### config.mk
export PLATFORM = sky130hd
export DESIGN_NAME = bank_map_ctrl
export DESIGN_NICKNAME = d
export VERILOG_FILES = /design/src/rtl/bank_map_pkg.sv /design/src/rtl/bank_map_guard.sv /design/src/rtl/bank_map_decode.sv /design/src/rtl/bank_map_ctrl.sv
export SDC_FILE = /design/constraint.sdc
export NUM_CORES = 1
export LEC_CHECK = 0
export ABC_AREA = 1
export BUFFER_PORTS_ARGS = -buffer_cell sky130_fd_sc_hd__buf_2
export CAP_MARGIN = 10
export CORE_AREA = 2 2 39 41
export DETAILED_ROUTE_END_ITERATION = 12
export DIE_AREA = 0 0 41 43
export SYNTH_ARGS = -nofsm -noshare
export SYNTH_HDL_FRONTEND = slang
export SYNTH_SLANG_ARGS = --single-unit
export TNS_END_PERCENT = 5
### constraint.sdc
create_clock -name clk -period 1.8 [get_ports clk]
set_clock_uncertainty 0.15 [all_clocks]
set_input_delay 0.27 -clock clk [delete_from_list [all_inputs] [get_ports clk]]
set_output_delay 0.27 -clock clk [all_outputs]
set_load 0.02 [all_outputs]
### src/rtl/bank_map_pkg.sv
package bank_map_pkg;
    localparam int CFG_W = 2;
    localparam int RD_W  = CFG_W + 1;

    typedef logic [CFG_W-1:0] cfg_t;

    localparam cfg_t CFG_STD = 2'b01;
    localparam cfg_t CFG_ALT = 2'b10;

    typedef struct packed {
        cfg_t cfg;
        logic remap;
        logic err;
    } bmap_state_t;

    function automatic logic cfg_legal(cfg_t c);
        return (c == CFG_STD) || (c == CFG_ALT);
    endfunction

    function automatic logic cfg_remap(cfg_t c);
        return (c == CFG_ALT);
    endfunction
endpackage

### src/rtl/bank_map_guard.sv
module bank_map_guard (
    input  logic startup_i,
    input  logic wr_i,
    output logic accept_o,
    output logic deny_o
);
    always_comb begin
        accept_o = wr_i && startup_i;
        deny_o   = wr_i && !startup_i;
    end
endmodule

### src/rtl/bank_map_decode.sv
module bank_map_decode
    import bank_map_pkg::*;
(
    input  cfg_t cfg_i,
    input  logic held_remap_i,
    output logic legal_o,
    output logic remap_o
);
    always_comb begin
        legal_o = cfg_legal(cfg_i);
        remap_o = legal_o ? cfg_remap(cfg_i) : held_remap_i;
    end
endmodule

### src/rtl/bank_map_ctrl.sv
module bank_map_ctrl
    import bank_map_pkg::*;
#(
    parameter logic [1:0] RESET_CFG = 2'b01
) (
    input  logic            clk,
    input  logic            rst_n,
    input  logic            startup_i,
    input  logic            bus_wr,
    input  logic            bus_rd,
    input  logic [1:0]      bus_wdata,
    output logic [2:0]      rd_data,
    output logic            bus_err,
    output logic            active_bank,
    output logic            inactive_bank,
    output logic            remap_sel,
    output logic            alarm
);
    localparam cfg_t        RST_FIELD = cfg_t'(RESET_CFG);
    localparam bmap_state_t RST_STATE = '{cfg:   RST_FIELD,
                                          remap: cfg_remap(RST_FIELD),
                                          err:   1'b0};

    bmap_state_t st_d, st_q;
    cfg_t        cfg_q;
    logic        wr_ok, wr_deny, legal, remap_now;

    assign cfg_q = st_q.cfg;

    bank_map_guard u_guard (
        .startup_i (startup_i),
        .wr_i      (bus_wr),
        .accept_o  (wr_ok),
        .deny_o    (wr_deny)
    );

    bank_map_decode u_decode (
        .cfg_i        (cfg_q),
        .held_remap_i (st_q.remap),
        .legal_o      (legal),
        .remap_o      (remap_now)
    );

    always_comb begin
        st_d       = st_q;
        st_d.err   = wr_deny;
        st_d.remap = remap_now;
        if (wr_ok) begin
            st_d.cfg = bus_wdata;
        end
    end

    always_ff @(posedge clk or negedge rst_n) begin
        if (!rst_n) st_q <= RST_STATE;
        else        st_q <= st_d;
    end

    always_comb begin
        remap_sel     = remap_now;
        active_bank   = remap_now;
        inactive_bank = ~remap_now;
        alarm         = ~legal;
        bus_err       = st_q.err;
        rd_data       = bus_rd ? {remap_now, cfg_q} : '0;
    end
endmodule

Yosys cells after proc, flatten, opt, wreduce, memory -nomap -nowiden --
Cells that the tools add are included. W data, S select, Z words.
Storage, ports and cells: register bits after elaboration 4, output and inout bits 8
Cells by class: reduce and logical (&&, ||, !) cells 4, eq/ne operators 2, muxes and demuxes 2, bitwise gates (word level) 2
Operator list (count):
- $mux W3 | 1
- $eq A2 B1 Y1 const B | 1
- $eq A2 B2 Y1 const B | 1
- $logic_and A1 B1 Y1 | 2
- $not A1 Y1 | 2
- $logic_not A1 Y1 | 1
- $logic_or A1 B1 Y1 | 1
- $mux W1 | 1

Depth between registers and ports, before layout --
Gate-level depths: netlist (run 1).
depth in word-level cells 4, mapped depth 6

Cells and area by module --
A second synthesis (run 1) with hierarchy kept.
Second synthesis, totals: cell total of the unflattened synthesis 30, area, all modules 219.0 sq um
By module, submodules not included:
- bank_map_ctrl | area an instance 165.2 sq um, instances 1, cells each 20, sequential area each 101.3 sq um
- bank_map_decode | area an instance 36.3 sq um, instances 1, cells each 6, sequential area each 0.0 sq um
- bank_map_guard | area an instance 17.5 sq um, instances 1, cells each 4, sequential area each 0.0 sq um

Worst setup path before layout (run 1) --
No wires, ideal clock.
path type register to output, start reg st_q (netlist bit cfg_q[0]), end out remap_sel, cell stages (with the launch flop) 6, setup slack -0.166 ns, arrival time 1.546 ns, buffers on the path 1, cell sequence dfstp_2 inv_1 ha_1 nand2_1 o21a_1 buf_4
On the way: word-level cells in the longest chain between the ends 3, elaborated cells on any way between the ends 4, classes of those cells 2 x eq/ne; 1 x mux; 1 x reduce/logical
Ends and longest elaborated chain:
- from (decl) | line bank_map_ctrl.sv:24 | bmap_state_t st_d, st_q;
- from (signal assigned) | line bank_map_ctrl.sv:55 | else st_q <= st_d;
- $eq A2 B1 Y1 / $eq A2 B2 Y1 (equally long branches) | line bank_map_pkg.sv:17, bank_map_pkg.sv:21
- $logic_or A1 B1 Y1 | line bank_map_pkg.sv:17 | return (c == CFG_STD) || (c == CFG_ALT);
- $mux W1 (*) | line bank_map_decode.sv:11 | remap_o = legal_o ? cfg_remap(cfg_i) : held_remap_i;
- to (decl) | line bank_map_ctrl.sv:16 | output logic remap_sel,
Mark *: on every way between the ends. The rest lies on a longest branch, timed or not.

Final worst setup path (run 1) --
Same ends and word-level chain as after synthesis.

==> results of run 1 <==
[cell families after synthesis]
logic type | count (synthesis) | synth area share (%)
buffers and inverters | 9 | 16.04
adder cells (fa/ha/maj) | 2 | 10.69
AO/OA/AOI/OAI | 1 | 3.210
AND/OR/NAND/NOR | 14 | 26.74
flip-flops | 4 | 43.32
[power groups by stage]
stage / clock (mW) / sequential [mW] / combinational [mW]
floorplan: 0 / 0.117 / 0.140
global placement: 0 / 0.116 / 0.184
detailed placement: 0 / 0.119 / 0.187
CTS: 0.129 / 0.119 / 0.250
global route: 0.136 / 0.121 / 0.268
finish: 0.121 / 0.118 / 0.249
[worst max-delay path: stages (launching register included)]
cell and delay, ns:
dfstp_2 0.53, inv_2 0.05, ha_4 0.25, nand2_2 0.08, o21a_2 0.17, buf_6 0.12
[through the flow]
step | worst slack (ns) | std cells | utilization, % | power [mW]
6_report | -0.04710 | 66 | 29.48 | 0.4867
5_1_grt | -0.1172 | 66 | 29.48 | 0.5249
4_1_cts | -0.07686 | 66 | 29.48 | 0.4978
3_5_place_dp | 0.06236 | 59 | 23.51 | 0.3059
3_3_place_gp | 0.1000 | 59 | 23.51 | 0.3003
2_1_floorplan | -0.007070 | 30 | - | 0.2573
[cell usage in the layout, fill, tap and decap left out]
cell / instances
buf_2: 11
nand2_1: 7
inv_1: 6
nand2_2: 3
dfrtp_1: 3
clkbuf_4: 3
buf_6: 3
inv_2: 2
nand3_1: 2
buf_4: 2
o21a_2: 1
nor2_4: 1
nor2_1: 1
ha_4: 1
ha_1: 1
dfstp_2: 1
clkbuf_1: 1
dlygate4sd3_1: 1
[cells in the mapped netlist]
cell type	n	area, µm²
nand3_1	2	10.01
buf_4	1	7.510
nor2_2	1	6.260
nand2_1	8	30.03
nor2_1	1	3.750
dfrtp_1	3	75.07
ha_1	2	25.02
o21a_1	1	7.510
inv_1	8	30.03
dfstp_2	1	26.28
nand2_2	2	12.51
[timing repair]
action,CTS,global route
hold buffers,1,0
pin swaps,0,0
setup buffers,2,0
gates resized for setup,9,1
cloned,0,0
hold endpoints to repair,4,0
endpoints found under the setup margin,4,4
[how the worst max path moves through the flow]
stage | end | slack [ns] | cells past startpoint
after floorplan | remap_sel | -0.007 | 5
after global placement | rd_data[2] | 0.10 | 7
after detailed placement | remap_sel | 0.06 | 5
after CTS | rd_data[2] | -0.08 | 7
after global routing | rd_data[2] | -0.12 | 7
final | remap_sel | -0.05 | 5
[cell type report]
cell class | instances | share of cell area (%)
clock buffer | 4 | 6.442
inverter | 8 | 7.362
multi-input combinational | 17 | 28.53
sequential | 4 | 24.85
tap | 16 | 4.908
timing repair buffer | 17 | 27.91
[layer usage]
| metal | global-route usage [%] | vias up | wire length (µm) |
|---|---|---|---|
| li1 | - | 125 | - |
| met1 | 7.492 | 108 | 173 |
| met2 | 10.00 | 10 | 275 |
| met3 | 3.141 | 0 | 39 |
| met4 | 6.000 | 0 | 0 |
| met5 | 0 | - | 0 |
[registers in the layout (all words and copies together) (netlist names)]
signal,count
cfg_q,2
bus_err,1
st_q,1
==> out/metrics.cfg, run 1 <==
[sta]
hold_viol=0
max_freq_mhz=541.4
setup_ws_ns=-0.04710
rsz0062_at_grt=true
worst_slew_pin_slew_ns=0.1776
setup_tns_ns=-0.1640
period_share_pct=102.6
slew_headroom_pct=88.16
finalSetupViolCount=4
drv_slew=0
post-route-min-period_ns=1.847
fin_hold_ws_ns=0.07200

[critical_path]
ff2ff_path_depth=5
worstPathArrival_ns=1.43
crit_type=reg -> out
rr_startpoint=cfg_q[0]
cp-start-kind=flip-flop
regToRegSetupSlack_ns=0.35
r2r_end=st_q[1]
crit_fanout=4
worst_setup_path_end_kind=output pin
required_ns=1.38
cp-startpoint=cfg_q[0]

[synth]
synthCells=30
syn_area_um2=234.0
synth_nets=39
seq_area_frac_synth_pct=43.32
ys_types=11
synth.ff_latch_count=4
ys_warn_count=0
syn-mean-instance-area_um2=7.799

[placement]
gp_congestion=0.5765
place_area_um2=325.3
io_buffers=14
dp_hpwl_um=391.5

[die]
start_util_pct=16.91
die_y_um=43
die_x_um=41
die_area_um2=1763
core_area_um2=1384
io-pin-count=15
rows=14

[route]
ant_nets=0
drtIter0Drc=3
viasPerCell=3.682
vias=243
drt_wl_total_um=488
dr.pass1.iters=2
routedWlPerCell_um=7.394
drc_errors=0

[clock_network]
worstSkewPairLatency_ns=0.23
clock_path_buffers=2
cts_tree=yes
cts_root_buffer=clkbuf_4
clock-sinks=4
numCtsBuffers=3
cts.htree.levels=1
clk_pin_slew_ns=0.04

[cells_and_area]
syn2layout_area_growth_pct=74.33
n_fill_cell=150
layout.nets=60
n_antenna_cell=0
fin_area_um2=407.9
multi_input_area_um2=116.4
ff_latch_area_um2=101.3
layout-drive-gt1-share_pct=56.00

[flow_run]
drv_cap=0

[worst_hold_path]
holdPathEnd=bus_err
hold_depth=2
hp-class=in -> reg
hp-start=startup_i

[global_routing]
antenna_found_initial=0
first_global_vias=218
grt_max_degree=5
gr-usage-all-layers_pct=7.056
grt_overflow=0
grt_first_pass_wirelength_um=786

[power]
pwr-share-seq_pct=24.2
switching_share_pct=37.02
p_leak_nw=0.2387
combPwrFrac_pct=51.1
power.internal_mw=0.3065
peakVddDrop_uv=462.9
p_per_area_nw_per_um2=1193
p_sw_mw=0.1802
clkPwrFrac_pct=24.8

[outcome]
violations=negative setup slack
outcome=finished with violations

Power figures use the tool's default switching activity.
==> run 2: changes to the inputs <==
Settings changed: SKIP_CTS_REPAIR_TIMING set to 1.
==> run 2 against run 1 <==
  * The run still ends with negative setup slack left
  * First-iteration DRC count unchanged
  * Clock-buffer cell count unchanged
  * Register-to-register slack about the same
  * Critical endpoint is now active_bank
  * Largest cell class unchanged
==> out/metrics.cfg, run 2 (synthesis gave the netlist of run 1 again) <==
[sta]
post-route-min-period_ns=1.889  ; was 1.847 ns
drv_slew=0  ; unchanged
finalSetupViolCount=4  ; unchanged
slew_headroom_pct=88.23  ; was 88.16%
max_freq_mhz=529.3  ; was 541.4 MHz
hold_viol=0  ; unchanged
setup_ws_ns=-0.08924  ; was -0.04710 ns
worst_slew_pin_slew_ns=0.1766  ; was 0.1776 ns
fin_hold_ws_ns=0.07051  ; was 0.07200 ns
period_share_pct=105.0  ; was 102.6%
rsz0062_at_grt=true  ; unchanged

[route]
drt_wl_total_um=475  ; was 488 µm
ant_nets=0  ; unchanged
viasPerCell=3.662  ; was 3.682
dr.pass1.iters=2  ; unchanged
drc_errors=0  ; unchanged
routedWlPerCell_um=7.308  ; was 7.394 µm
drtIter0Drc=3  ; unchanged
vias=238  ; was 243

[critical_path]
crit_type=reg -> out  ; unchanged
worstPathArrival_ns=1.47  ; was 1.43 ns
cp-start-kind=flip-flop  ; unchanged
crit_fanout=4  ; unchanged
worst_setup_path_end_kind=output pin  ; unchanged
required_ns=1.38  ; about the same

[cells_and_area]
n_antenna_cell=0  ; unchanged
postLayoutCoreUtil_pct=28.21  ; was 29.48%
final_cells=65  ; was 66
final_common_cell=buf_2  ; unchanged
layout-drive-gt1-share_pct=51.02  ; was 56.00%
layout_common_cells=buf_2 (11), nand2_1 (8), inv_1 (7)  ; was buf_2 (11), nand2_1 (7), inv_1 (6)
layout.nets=59  ; was 60
syn2layout_area_growth_pct=66.85  ; was 74.33%
largest_register_ff_count=2  ; unchanged
fin_area_um2=390.4  ; was 407.9 µm²

[die]
start_util_pct=16.91  ; unchanged
rows=14  ; unchanged
die_y_um=43  ; unchanged
io-pin-count=15  ; unchanged
die_area_um2=1763  ; unchanged
core_area_um2=1384  ; unchanged
die_x_um=41  ; unchanged

[placement]
dp_hpwl_um=391.5  ; unchanged
io_buffers=14  ; unchanged
dp_cells=59  ; unchanged
place_area_um2=325.3  ; unchanged
gp_congestion=0.5765  ; unchanged

[global_routing]
grt_use_met2_pct=9.688  ; was 10.00%
first_global_vias=210  ; was 218
grt_first_pass_wirelength_um=717  ; was 786 µm
gr-usage-all-layers_pct=6.452  ; was 7.056%
grt.busiest_layer=met2  ; unchanged
grt_max_degree=5  ; unchanged
grtUsageMet1_pct=5.863  ; was 7.492%
grt_overflow=0  ; unchanged
antenna_found_initial=0  ; unchanged
met3_usage_pct=3.141  ; unchanged

[outcome]
violations=negative setup slack  ; unchanged
outcome=finished with violations  ; unchanged

[power]
p_leak_nw=0.2322  ; was 0.2387 nW
total_power_mw=0.4619  ; was 0.4867 mW
p_per_area_nw_per_um2=1183  ; was 1193 nW/µm²
peakVddDrop_uv=411.3  ; was 462.9 µV

[clock_network]
cts_tree=yes  ; unchanged
clock_path_buffers=2  ; unchanged
clk_pin_slew_ns=0.04  ; about the same
cts_root_buffer=clkbuf_4  ; unchanged
cts.htree.levels=1  ; unchanged
worstSkewPairLatency_ns=0.24  ; was 0.23 ns
numCtsBuffers=3  ; unchanged
clock-sinks=4  ; unchanged

[flow_run]
drv_cap=0  ; unchanged

[worst_hold_path]
hp-class=in -> reg  ; unchanged

run 2: path summary, 6_finish.rpt:
path                            startpoint           to  slack [ns]  depth (start not counted)
worst max register to register    cfg_q[0]      st_q[1]        0.34                          5
min in group asynchronous            rst_n      bus_err        0.21                          2
max in group asynchronous            rst_n     cfg_q[0]        1.08                          2
worst min register to register    cfg_q[0]     cfg_q[0]        0.33                          2
worst min-delay path             startup_i      bus_err        0.07                          2
worst max-delay path              cfg_q[0]  active_bank       -0.09                          5
run 2: critical path, cell delays in order, from the launching register on:
cell and delay, ns:
dfstp_2 0.54, inv_2 0.05, ha_4 0.27, nand2_1 0.07, o21a_2 0.14, buf_4 0.16
run 2: final cells by class:
class,count,area (µm²)
clock buffers,4,26.28
fillers,149,993.5
inverters,8,30.03
multi-input cells,17,113.9
flip-flops and latches,4,101.3
well taps,16,20.02
repair buffers,16,98.84
run 2: per-layer routing:
| layer | up-vias | share of wire [%] |
|---|---|---|
| li1 | 122 | - |
| met1 | 106 | 36 |
| met2 | 10 | 55 |
| met3 | 0 | 8.2 |
| met4 | 0 | 0 |
| met5 | - | 0 |
run 2: stage by stage:
stage	setup WS (ns)	setup TNS [ns]
floorplan	-0.007070	-0.007070
finish	-0.08924	-0.3108
detailed placement	0.06236	0
global placement	0.1000	0
global route	-0.1485	-0.5677
CTS	-0.1938	-0.7383
run 2: power breakdown:
part | total (mW) | leakage, nW | internal, mW | switching [mW]
clock | 0.123 | 0.0150 | 0.0834 | 0.0392
sequential | 0.118 | 0.0476 | 0.108 | 0.0100
combinational | 0.221 | 0.170 | 0.0966 | 0.124
==> run 3: changes to the inputs <==
Clock period 1.8 ns to 1.7 ns, I/O delays scaled along.
==> run 3 against run 2 <==
  * The flow still finishes with violations (negative setup slack)
  * Utilization increased by 1.2 points
  * Hold slack got worse by 0.014 ns
  * Flip-flop and latch count unchanged
  * Critical path depth increased by 2
==> out/metrics.cfg, run 3 (synthesis gave the netlist of run 1 again) <==
[global_routing]
grt_first_pass_wirelength_um=724  ; was 717 µm
first_global_vias=210  ; unchanged
met3_usage_pct=1.571  ; was 3.141%
grt_use_met2_pct=10.00  ; was 9.688%
antenna_found_initial=0  ; unchanged
grtUsageMet1_pct=5.519  ; was 5.863%
grt_overflow=0  ; unchanged
gr-usage-all-layers_pct=6.445  ; was 6.452%
grt_max_degree=5  ; unchanged
grt.busiest_layer=met2  ; unchanged

[route]
drtIter0Drc=0  ; was 3
dr.pass1.iters=1  ; was 2
ant_nets=0  ; unchanged
drc_errors=0  ; unchanged
routedWlPerCell_um=7.308  ; unchanged
vias=239  ; was 238
drt_wl_total_um=475  ; unchanged
viasPerCell=3.677  ; was 3.662

[die]
die_x_um=41  ; unchanged
io-pin-count=15  ; unchanged
die_y_um=43  ; unchanged
die_area_um2=1763  ; unchanged
rows=14  ; unchanged
core_area_um2=1384  ; unchanged
start_util_pct=16.91  ; unchanged

[sta]
finalSetupViolCount=4  ; unchanged
worst_slew_pin_slew_ns=0.1929  ; was 0.1766 ns
hold_viol=0  ; unchanged
drv_slew=0  ; unchanged
rsz0062_at_grt=true  ; unchanged
setup_tns_ns=-0.5087  ; was -0.3108 ns
slew_headroom_pct=87.14  ; was 88.23%
fin_hold_ws_ns=0.05675  ; was 0.07051 ns
setup_ws_ns=-0.1473  ; was -0.08924 ns
post-route-min-period_ns=1.847
max_freq_mhz=541.3
period_share_pct=108.7

[clock_network]
worstSkewPairLatency_ns=0.23  ; was 0.24 ns
clk_pin_slew_ns=0.04  ; about the same
cts.htree.levels=1  ; unchanged
cts_root_buffer=clkbuf_4  ; unchanged
clock-sinks=4  ; unchanged
clock_path_buffers=2  ; unchanged
cts_tree=yes  ; unchanged
numCtsBuffers=3  ; unchanged

[critical_path]
cp-start-kind=flip-flop  ; unchanged
crit_fanout=4  ; unchanged
required_ns=1.29  ; was 1.38 ns
crit_type=reg -> out  ; unchanged
worstPathArrival_ns=1.44  ; was 1.47 ns
regToRegSetupSlack_ns=0.38  ; was 0.34 ns
ff2ff_path_depth=4  ; was 5
rr_startpoint=cfg_q[0]  ; unchanged
worst_setup_path_end_kind=output pin  ; unchanged
r2r_end=st_q[1]  ; unchanged

[cells_and_area]
layout-drive-gt1-share_pct=53.06  ; was 51.02%
final_common_cell=buf_2  ; unchanged
multi_input_area_um2=122.6  ; was 113.9 µm²
syn2layout_area_growth_pct=73.80  ; was 66.85%
largest_register_ff_count=2  ; unchanged
ff_latch_area_um2=101.3  ; unchanged
n_fill_cell=160  ; was 149
layout.nets=59  ; unchanged
postLayoutCoreUtil_pct=29.39  ; was 28.21%
fin_area_um2=406.6  ; was 390.4 µm²
layout_common_cells=buf_2 (11), inv_1 (7), nand2_1 (7)  ; was buf_2 (11), nand2_1 (8), inv_1 (7)
n_antenna_cell=0  ; unchanged

[power]
p_per_area_nw_per_um2=1257  ; was 1183 nW/µm²
peakVddDrop_uv=383.5  ; was 411.3 µV
p_leak_nw=0.2364  ; was 0.2322 nW

[placement]
gp_congestion=0.5908  ; was 0.5765
dp_hpwl_um=418.8  ; was 391.5 µm
place_area_um2=351.6  ; was 325.3 µm²
io_buffers=14  ; unchanged
post-place-ws_ns=0.03424  ; was 0.06236 ns

[outcome]
violations=negative setup slack  ; unchanged
outcome=finished with violations  ; unchanged

[worst_hold_path]
hold_depth=2  ; unchanged
hp-class=in -> reg  ; unchanged
hp-start=startup_i  ; unchanged
holdPathEnd=bus_err  ; unchanged

[flow_run]
drv_cap=0  ; unchanged

[run 3: cell count changes in the layout (fill, tap and decap cells not counted)]
cell     change
nand2_1      -1
nand2_2      +1
buf_4        -2
o21a_4       +1
o21a_2       -1
buf_6        +2
[run 3: cell type report]
type	instances	share of cell area, %
multi-input cells	17	30.15
repair buffers	16	26.15
flip-flops and latches	4	24.92
inverters	8	7.385
clock buffers	4	6.462
well taps	16	4.923
[run 3: how the worst max path moves through the flow]
stage	from	end	slack, ns	cells past startpoint
2_1_floorplan	cfg_q[0]	rd_data[2]	0.02	6
3_3_place_gp	cfg_q[0]	rd_data[2]	0.06	7
3_5_place_dp	cfg_q[0]	rd_data[2]	0.03	7
4_1_cts	cfg_q[0]	rd_data[2]	-0.22	7
5_1_grt	cfg_q[0]	rd_data[2]	-0.21	7
6_report	cfg_q[0]	rd_data[2]	-0.15	7
[run 3: critical path, stage by stage, from the launching register on]
cell     delay, ns
dfstp_2       0.53
inv_2         0.05
ha_4          0.28
inv_1         0.05
nand2_2       0.05
nand2_2       0.06
nor2_4        0.08
buf_6         0.11
[run 3: metrics by stage]
stage                     cells  power (mW)
after floorplan              30      0.2972
after global placement       60      0.3469
after detailed placement     60      0.3512
after CTS                    64      0.4849
after global routing         65      0.5441
final                        65      0.5110
[run 3: layer usage]
layer	wire length (µm)	part of all wire (%)
met5	0	0
met4	17	3.6
met3	38	8.0
met2	258	54
met1	160	34
[run 3: report_power, final]
| part | leakage (nW) | internal [mW] | switching (mW) |
|---|---|---|---|
| registers | 0.0476 | 0.115 | 0.00925 |
| clock network | 0.0150 | 0.0881 | 0.0395 |
| logic | 0.174 | 0.119 | 0.140 |
